**src/rtl/tlbx_pkg.sv**
```systemverilog
package tlbx_pkg;

  localparam int PAGE_BITS = 13;
  localparam int VPN_W     = 32 - PAGE_BITS;
  localparam int PID_W     = 8;

  typedef enum logic [1:0] {
    ACC_READ  = 2'd0,
    ACC_WRITE = 2'd1,
    ACC_EXEC  = 2'd2
  } acc_e;

  typedef struct packed {
    logic g;
    logic v;
    logic k;
    logic w;
    logic x;
  } flags_t;

  typedef struct packed {
    logic [VPN_W-1:0] vpn;
    logic [PID_W-1:0] pid;
    logic [VPN_W-1:0] pfn;
    flags_t           fl;
  } entry_t;

endpackage

```
**src/rtl/tlbx_store.sv**
```systemverilog
module tlbx_store
  import tlbx_pkg::*;
#(
  parameter int WAYS = 4,
  parameter int SETS = 16
) (
  input  logic                      clk,
  input  logic                      rst_n,
  input  logic                      wr_en,
  input  logic [$clog2(WAYS)-1:0]   wr_way,
  input  logic [$clog2(SETS)-1:0]   wr_set,
  input  entry_t                    wr_entry,
  input  logic [$clog2(SETS)-1:0]   rd_set,
  output entry_t [WAYS-1:0]         rd_row
);

  localparam int WAY_W = $clog2(WAYS);

  for (genvar w = 0; w < WAYS; w++) begin : g_way
    entry_t mem_q [SETS];
    logic   we;

    assign we = wr_en && (wr_way == WAY_W'(w));

    always_ff @(posedge clk or negedge rst_n) begin
      if (!rst_n) begin
        for (int s = 0; s < SETS; s++) mem_q[s] <= '0;
      end else if (we) begin
        mem_q[wr_set] <= wr_entry;
      end
    end

    assign rd_row[w] = mem_q[rd_set];
  end

endmodule

```
**src/rtl/tlbx_match.sv**
```systemverilog
module tlbx_match
  import tlbx_pkg::*;
#(
  parameter int WAYS = 4
) (
  input  entry_t [WAYS-1:0]       row,
  input  logic [VPN_W-1:0]        vpn,
  input  logic [PID_W-1:0]        pid,
  output logic                    hit,
  output logic [$clog2(WAYS)-1:0] hit_way,
  output logic [VPN_W-1:0]        hit_pfn,
  output logic [3:0]              hit_vkwx
);

  localparam int WAY_W = $clog2(WAYS);

  logic [WAYS-1:0] way_hit;

  for (genvar w = 0; w < WAYS; w++) begin : g_cmp
    assign way_hit[w] = (row[w].vpn == vpn) && (row[w].fl.g || (row[w].pid == pid));
  end

  // lowest way wins: scan downward so the last assignment is the lowest
  always_comb begin
    hit      = 1'b0;
    hit_way  = '0;
    hit_pfn  = '0;
    hit_vkwx = '0;
    for (int w = WAYS - 1; w >= 0; w--) begin
      if (way_hit[w]) begin
        hit      = 1'b1;
        hit_way  = WAY_W'(w);
        hit_pfn  = row[w].pfn;
        hit_vkwx = {row[w].fl.v, row[w].fl.k, row[w].fl.w, row[w].fl.x};
      end
    end
  end

endmodule

```
**src/rtl/tlbx_prot.sv**
```systemverilog
module tlbx_prot
  import tlbx_pkg::*;
#(
  parameter bit INSN_SIDE = 1'b0,
  parameter int VEC_W     = 4
) (
  input  logic             hit,
  input  logic [3:0]       vkwx,
  input  acc_e             kind,
  input  logic             user,
  input  logic [3:0]       cfg_en,
  output logic             ok,
  output logic             fault,
  output logic [VEC_W-1:0] vec,
  output logic             pr,
  output logic             pw,
  output logic             px
);

  localparam logic [VEC_W-1:0] BASE = INSN_SIDE ? VEC_W'(4) : VEC_W'(8);

  logic fl_v, fl_k, fl_w, fl_x;
  logic en_w, en_k, en_x, en_v;

  assign {fl_v, fl_k, fl_w, fl_x} = vkwx;
  assign {en_w, en_k, en_x, en_v} = cfg_en;

  always_comb begin
    ok    = 1'b0;
    fault = 1'b1;
    vec   = BASE;
    pr    = 1'b0;
    pw    = 1'b0;
    px    = 1'b0;
    if (hit) begin
      if (en_k && fl_k && user) begin
        vec = BASE + VEC_W'(2);
      end else if (kind == ACC_WRITE && en_w && !fl_w) begin
        vec = BASE + VEC_W'(3);
      end else if (kind == ACC_EXEC && en_x && !fl_x) begin
        vec = BASE + VEC_W'(3);
      end else if (en_v && !fl_v) begin
        vec = BASE + VEC_W'(1);
      end else begin
        ok    = 1'b1;
        fault = 1'b0;
        vec   = '0;
        pr    = 1'b1;
        pw    = fl_w;
        px    = INSN_SIDE && (en_x || fl_x);
      end
    end
  end

endmodule

```
**src/rtl/tlbx_fault_regs.sv**
```systemverilog
module tlbx_fault_regs
  import tlbx_pkg::*;
#(
  parameter int          LFSR_W = 16,
  parameter logic [15:0] TAPS   = 16'h8805,
  parameter logic [15:0] SEED   = 16'hCCCC,
  parameter int          IDX_W  = 4,
  parameter int          WAY_W  = 2,
  parameter int          CAUSE_W = 32
) (
  input  logic                     clk,
  input  logic                     rst_n,
  input  logic                     upd,
  input  logic                     miss,
  input  logic [WAY_W-1:0]         hit_way,
  input  logic [IDX_W-1:0]         idx,
  input  logic [VPN_W-1:0]         vpn,
  input  logic [PID_W-1:0]         pid,
  input  acc_e                     kind,
  output logic [LFSR_W-1:0]        lfsr_q,
  output logic [WAY_W+IDX_W-1:0]   sel_q,
  output logic [CAUSE_W-1:0]       cause_q
);

  localparam int PAD_W = CAUSE_W - VPN_W - 2 - PID_W;

  logic [LFSR_W-1:0]      lfsr_d;
  logic [WAY_W+IDX_W-1:0] sel_d;
  logic [CAUSE_W-1:0]     cause_d;
  logic [WAY_W-1:0]       way_pick;
  logic                   fb;

  assign fb       = ^(lfsr_q & TAPS[LFSR_W-1:0]);
  assign way_pick = miss ? lfsr_q[WAY_W-1:0] : hit_way;

  always_comb begin
    lfsr_d  = lfsr_q;
    sel_d   = sel_q;
    cause_d = cause_q;
    if (upd) begin
      lfsr_d  = {fb, lfsr_q[LFSR_W-1:1]};
      sel_d   = {way_pick, idx};
      cause_d = {vpn, {PAD_W{1'b0}}, kind, pid};
    end
  end

  always_ff @(posedge clk or negedge rst_n) begin
    if (!rst_n) begin
      lfsr_q  <= SEED[LFSR_W-1:0];
      sel_q   <= '0;
      cause_q <= '0;
    end else if (upd) begin
      lfsr_q  <= lfsr_d;
      sel_q   <= sel_d;
      cause_q <= cause_d;
    end
  end

endmodule

```
**src/rtl/tlb_lookup_unit.sv**
```systemverilog
module tlb_lookup_unit
  import tlbx_pkg::*;
#(
  parameter int WAYS      = 4,
  parameter int SETS      = 16,
  parameter bit INSN_SIDE = 1'b0
) (
  input  logic                                  clk,
  input  logic                                  rst_n,
  input  logic                                  wr_en,
  input  logic [$clog2(WAYS)-1:0]               wr_way,
  input  logic [$clog2(SETS)-1:0]               wr_set,
  input  logic [18:0]                           wr_vpn,
  input  logic [7:0]                            wr_pid,
  input  logic [18:0]                           wr_pfn,
  input  logic [4:0]                            wr_flags,
  input  logic                                  lk_valid,
  input  logic [31:0]                           lk_vaddr,
  input  logic [1:0]                            lk_kind,
  input  logic                                  lk_user,
  input  logic                                  lk_debug,
  input  logic [7:0]                            cur_pid,
  input  logic [3:0]                            cfg_en,
  output logic                                  xl_ok,
  output logic                                  xl_fault,
  output logic [3:0]                            xl_vec,
  output logic [31:0]                           xl_paddr,
  output logic                                  perm_r,
  output logic                                  perm_w,
  output logic                                  perm_x,
  output logic [$clog2(WAYS)+$clog2(SETS)-1:0]  tlb_sel,
  output logic [31:0]                           fault_cause
);

  localparam int WAY_W = $clog2(WAYS);
  localparam int IDX_W = $clog2(SETS);

  entry_t               wr_entry;
  entry_t [WAYS-1:0]    row;
  logic [VPN_W-1:0]     vpn;
  logic [IDX_W-1:0]     idx;
  acc_e                 kind;
  logic                 hit;
  logic [WAY_W-1:0]     hit_way;
  logic [VPN_W-1:0]     hit_pfn;
  logic [3:0]           hit_vkwx;
  logic                 ok_raw, fault_raw;
  logic [3:0]           vec_raw;
  logic                 pr_raw, pw_raw, px_raw;
  logic                 upd;
  logic [15:0]          lfsr_q;

  assign wr_entry = '{vpn: wr_vpn, pid: wr_pid, pfn: wr_pfn, fl: flags_t'(wr_flags)};
  assign vpn      = lk_vaddr[31:PAGE_BITS];
  assign idx      = vpn[IDX_W-1:0];
  assign kind     = (lk_kind == 2'd3) ? ACC_READ : acc_e'(lk_kind);

  tlbx_store #(.WAYS(WAYS), .SETS(SETS)) u_store (
    .clk      (clk),
    .rst_n    (rst_n),
    .wr_en    (wr_en),
    .wr_way   (wr_way),
    .wr_set   (wr_set),
    .wr_entry (wr_entry),
    .rd_set   (idx),
    .rd_row   (row)
  );

  tlbx_match #(.WAYS(WAYS)) u_match (
    .row      (row),
    .vpn      (vpn),
    .pid      (cur_pid),
    .hit      (hit),
    .hit_way  (hit_way),
    .hit_pfn  (hit_pfn),
    .hit_vkwx (hit_vkwx)
  );

  tlbx_prot #(.INSN_SIDE(INSN_SIDE), .VEC_W(4)) u_prot (
    .hit    (hit),
    .vkwx   (hit_vkwx),
    .kind   (kind),
    .user   (lk_user),
    .cfg_en (cfg_en),
    .ok     (ok_raw),
    .fault  (fault_raw),
    .vec    (vec_raw),
    .pr     (pr_raw),
    .pw     (pw_raw),
    .px     (px_raw)
  );

  assign upd = lk_valid && fault_raw && !lk_debug;

  tlbx_fault_regs #(
    .LFSR_W (16),
    .TAPS   (16'h8805),
    .SEED   (16'hCCCC),
    .IDX_W  (IDX_W),
    .WAY_W  (WAY_W),
    .CAUSE_W(32)
  ) u_fregs (
    .clk     (clk),
    .rst_n   (rst_n),
    .upd     (upd),
    .miss    (!hit),
    .hit_way (hit_way),
    .idx     (idx),
    .vpn     (vpn),
    .pid     (cur_pid),
    .kind    (kind),
    .lfsr_q  (lfsr_q),
    .sel_q   (tlb_sel),
    .cause_q (fault_cause)
  );

  assign xl_ok    = lk_valid && ok_raw;
  assign xl_fault = lk_valid && fault_raw;
  assign xl_vec   = lk_valid ? vec_raw : '0;
  assign xl_paddr = xl_ok ? {hit_pfn, lk_vaddr[PAGE_BITS-1:0]} : '0;
  assign perm_r   = lk_valid && pr_raw;
  assign perm_w   = lk_valid && pw_raw;
  assign perm_x   = lk_valid && px_raw;

endmodule

```
**config.mk**
```make
export PLATFORM = sky130hd
export DESIGN_NAME = tlb_lookup_unit
export DESIGN_NICKNAME = d
export VERILOG_FILES = /design/src/rtl/tlbx_pkg.sv /design/src/rtl/tlbx_store.sv /design/src/rtl/tlbx_match.sv /design/src/rtl/tlbx_prot.sv /design/src/rtl/tlbx_fault_regs.sv /design/src/rtl/tlb_lookup_unit.sv
export SDC_FILE = /design/constraint.sdc
export NUM_CORES = 2
export LEC_CHECK = 0
export BUFFER_PORTS_ARGS = -buffer_cell sky130_fd_sc_hd__buf_4
export CAP_MARGIN = 25
export CORE_UTILIZATION = 45
export DETAILED_ROUTE_END_ITERATION = 8
export PLACE_DENSITY = 0.57
export SYNTH_ARGS = -nofsm -noshare
export SYNTH_HDL_FRONTEND = slang
export SYNTH_HIERARCHICAL = 1
export SYNTH_SLANG_ARGS = --single-unit
```
**constraint.sdc**
```tcl
create_clock -name clk -period 6.1 [get_ports clk]
set_input_delay 0.305 -clock clk [delete_from_list [all_inputs] [get_ports clk]]
set_output_delay 0.305 -clock clk [all_outputs]
set_load 0.02 [all_outputs]
```
==> impl_metrics.csv <==
group,metric,value,unit
routing,drt_iter0_markers,7377,
timing,post_layout_worst_setup_margin,113,ps
global_route,number_of_antenna_violations_at_the_first_check_in_global_routing,43,
placement,finalWeightedCongestion,0.823,
yosys,ys.warnings.count,6,
yosys,yosysSeqAreaShare,55.3,%
timing,finalSetupViolations,0,
critical_path,cp-end-kind,"output pin",
global_route,global_route.usage.total,29.7,%
cells_and_area,area_growth_syn_to_layout,13.1,%
global_route,number_of_global_route_vias_before_repair,94600,
placement,port_buffer_count,182,
global_route,grt_start_max_net_pins,183,
floorplanning,placement_rows,211,
clock_network,clk_pin_slew,60,ps
timing,finalHoldWorstSlack,29.5,ps
critical_path,arr_time_crit_path,5680,ps
yosys,postSynthRegisterBits,3315,
routing,antenna_left,0,
floorplanning,die_w,580,um
clock_network,clock_tree.htree_level_count,5,
floorplanning,die-area,0.336,sq mm
critical_path,crit_path_max_fanout,31,
floorplanning,die-height,580,um
timing,timing.slew.headroom,22.0,%
clock_network,cts_inserted_buffers,362,
yosys,yosys_most_used_dff,"dfrtp_1",
routing,vias,89200,
global_route,grt_first_pass_wirelength,718,mm
floorplanning,io_pins,188,
pwr,irDropWorstVdd,0.000266,V
cells_and_area,final_layout_size_suffix_gt1_share,54.6,%
yosys,synth_most_common_cell,"dfrtp_1",
yosys,syn_avg_cell_area,15.7,sq um
critical_path,crit_type,"reg -> out",
placement,hpwlAfterDp,290,mm
yosys,async_flop_share,100,%
yosys,synth.area.top_cells,"dfrtp_1, mux2_2, mux4_2, buf_2, a22oi_1",
timing,final_max_slew_viol_count,0,
yosys,synth_edf_count,0,
floorplanning,floorplan.initialDensity,45.3,%
timing,setup_total_negative_slack,0,ps
timing,timing.clock.skew,50.2,ps
yosys,yosys-top-cells-count,"dfrtp_1, mux2_2, mux4_2",
floorplanning,core_area,0.331,sq mm
routing,wirelength,500,mm
timing,fmaxAchievable,167,MHz
critical_path,worstPathRequired,5790,ps
routing,wire_per_inst,35.1,um
pwr,power_density,330,mW/mm^2
routing,drt_first_pass_iters,6,
routing,drc,0,
clock_network,clock_tree_from_tritoncts,"yes",
placement,detailedPlace.worstSlack,-804,ps
flow_run,maxCapViolations,0,
clock_network,cts_num_sinks,3315,
cells_and_area,nets,9669,
yosys,synth_area_leader_cell,"dfrtp_1",
timing,final_hold_viol_count,0,
critical_path,startpoint_type,"flip-flop",
min_path,worst_hold_path_type,"in -> async",
status,outcome,"finished clean",
yosys,yosys.cell_types.count,59,
routing,detail_route.vias_per_cell,6.26,
timing,rsz0062_at_grt,"false",
yosys,synth_top_area_share,55.1,%
timing,finalCriticalPeriod,5990,ps
timing,final_cycle_share,98.1,%
clock_network,clock_latency,950,ps
clock_network,clock-root-buffer,"clkbuf_16",
yosys,netlist_area,0.150,sq mm
yosys,netlist_instances,9590,
global_route,overflow,0,
clock_network,maximum_clock_path_buffer_count,4,
pwr,p_leak,79.9,nW
timing,tightest_slew,1170,ps
[kinds of logic after synthesis]
group                  share of synthesized area [%]
multiplexers                                    37.1
flip-flops                                      55.3
buffers and inverters                           3.09
AND/OR/NAND/NOR                                 1.57
AO/OA/AOI/OAI                                   2.37
XOR/XNOR                                       0.652
other                                        0.00500
[registers in the layout (all words and copies together) (netlist names)]
name,flops
u_fregs/cause_q,29
u_store/g_way.mem_q,3264
u_fregs/lfsr_q,16
u_fregs/sel_q,6
[layout by cell type, fill, tap and decap left out, drive strengths merged, types with 23 or more instances in the layout]
cell / count
buf: 564
mux2i: 54
a31oi: 23
inv: 59
bufinv: 26
a221oi: 23
mux4: 790
o22ai: 130
nand2: 202
dfrtp: 3307
a22oi: 265
nor4: 48
clkbuf: 541
and3: 33
nor2: 117
mux2: 3312
xor2: 96
dlygate4sd3: 43
clkinv: 69
[stage by stage]
step           instance area, sq um  total power, mW  cells  util (%)
2_1_floorplan                150000             31.3   9593         -
6_report                     170000             56.1  14200      51.3
5_1_grt                      170000             58.2  14200      51.3
3_3_place_gp                 157000             33.5  13500      47.3
3_5_place_dp                 157000             33.9  13500      47.4
4_1_cts                      170000             56.5  14200      51.3
[power by group]
part | leakage, nW | internal (mW) | switching [mW]
combinational | 29.9 | 3.99 | 3.29
sequential | 44.0 | 24.9 | 1.40
clock | 5.98 | 13.2 | 9.30
total | 79.9 | 42.1 | 14.0
[layer usage]
| layer | GRT usage, % | share of wire [%] | vias up |
|---|---|---|---|
| li1 | - | - | 35500 |
| met1 | 41.9 | 44 | 50000 |
| met2 | 47.6 | 47 | 2849 |
| met3 | 4.34 | 5.8 | 797 |
| met4 | 9.48 | 3.3 | 14 |
| met5 | 0 | 0.017 | - |
[final cells by class]
| class | instances | area, sq um |
|---|---|---|
| Inverter | 47 | 176 |
| Clock buffer | 541 | 10600 |
| Multi-Input combinational cell | 5226 | 63300 |
| Fill cell | 27300 | 161000 |
| Tap cell | 4366 | 5460 |
| Antenna cell | 22 | 55.1 |
| Timing Repair Buffer | 608 | 5750 |
| Sequential cell | 3315 | 83000 |
| Clock inverter | 114 | 1500 |
[worst paths after layout]
path                                                         startpoint                                 endpoint  slack (ps)  cells after the start
min in group clk                                              wr_pfn[7]  u_store/g_way[0].mem_q[369]$_DFFE_PN0P_          40                      2
worst min-delay path                                              rst_n  u_store/g_way[1].mem_q[627]$_DFFE_PN0P_          30                      2
worst min register to register   u_store/g_way[0].mem_q[29]$_DFFE_PN0P_   u_store/g_way[0].mem_q[29]$_DFFE_PN0P_         480                      1
worst max-delay path            u_store/g_way[2].mem_q[458]$_DFFE_PN0P_                             xl_paddr[26]         110                     19
worst max register to register  u_store/g_way[3].mem_q[452]$_DFFE_PN0P_          u_fregs/cause_q[26]$_DFFE_PN0P_        1100                     19
max in group asynchronous                                         rst_n  u_store/g_way[0].mem_q[312]$_DFFE_PN0P_        4040                      4
[critical path, stage by stage, from the launching register on]
cell and delay [ps]:
dfrtp_1 380, mux4_2 480, o22ai_1 270, nor2_1 130, xor2_2 430, nor4_1 100
buf_4 170, nand4_1 120, buf_12 190, or3_1 220, buf_4 380, a31oi_1 230
a221oi_2 310, nand2b_1 190, nand3_1 150, nor3_4 270, buf_12 150, buf_12 150
and3_2 200, buf_4 140
[what timing repair did]
action,4_1_cts,5_1_grt
hold buffers,43,0
resized for setup,12,6
gates cloned,1,0
hold endpoints to repair,729,0
setup buffers,5,0
pin swaps,7,2
endpoints found under the setup margin,39,34
Note: power is estimated with default switching activity, not from simulation.
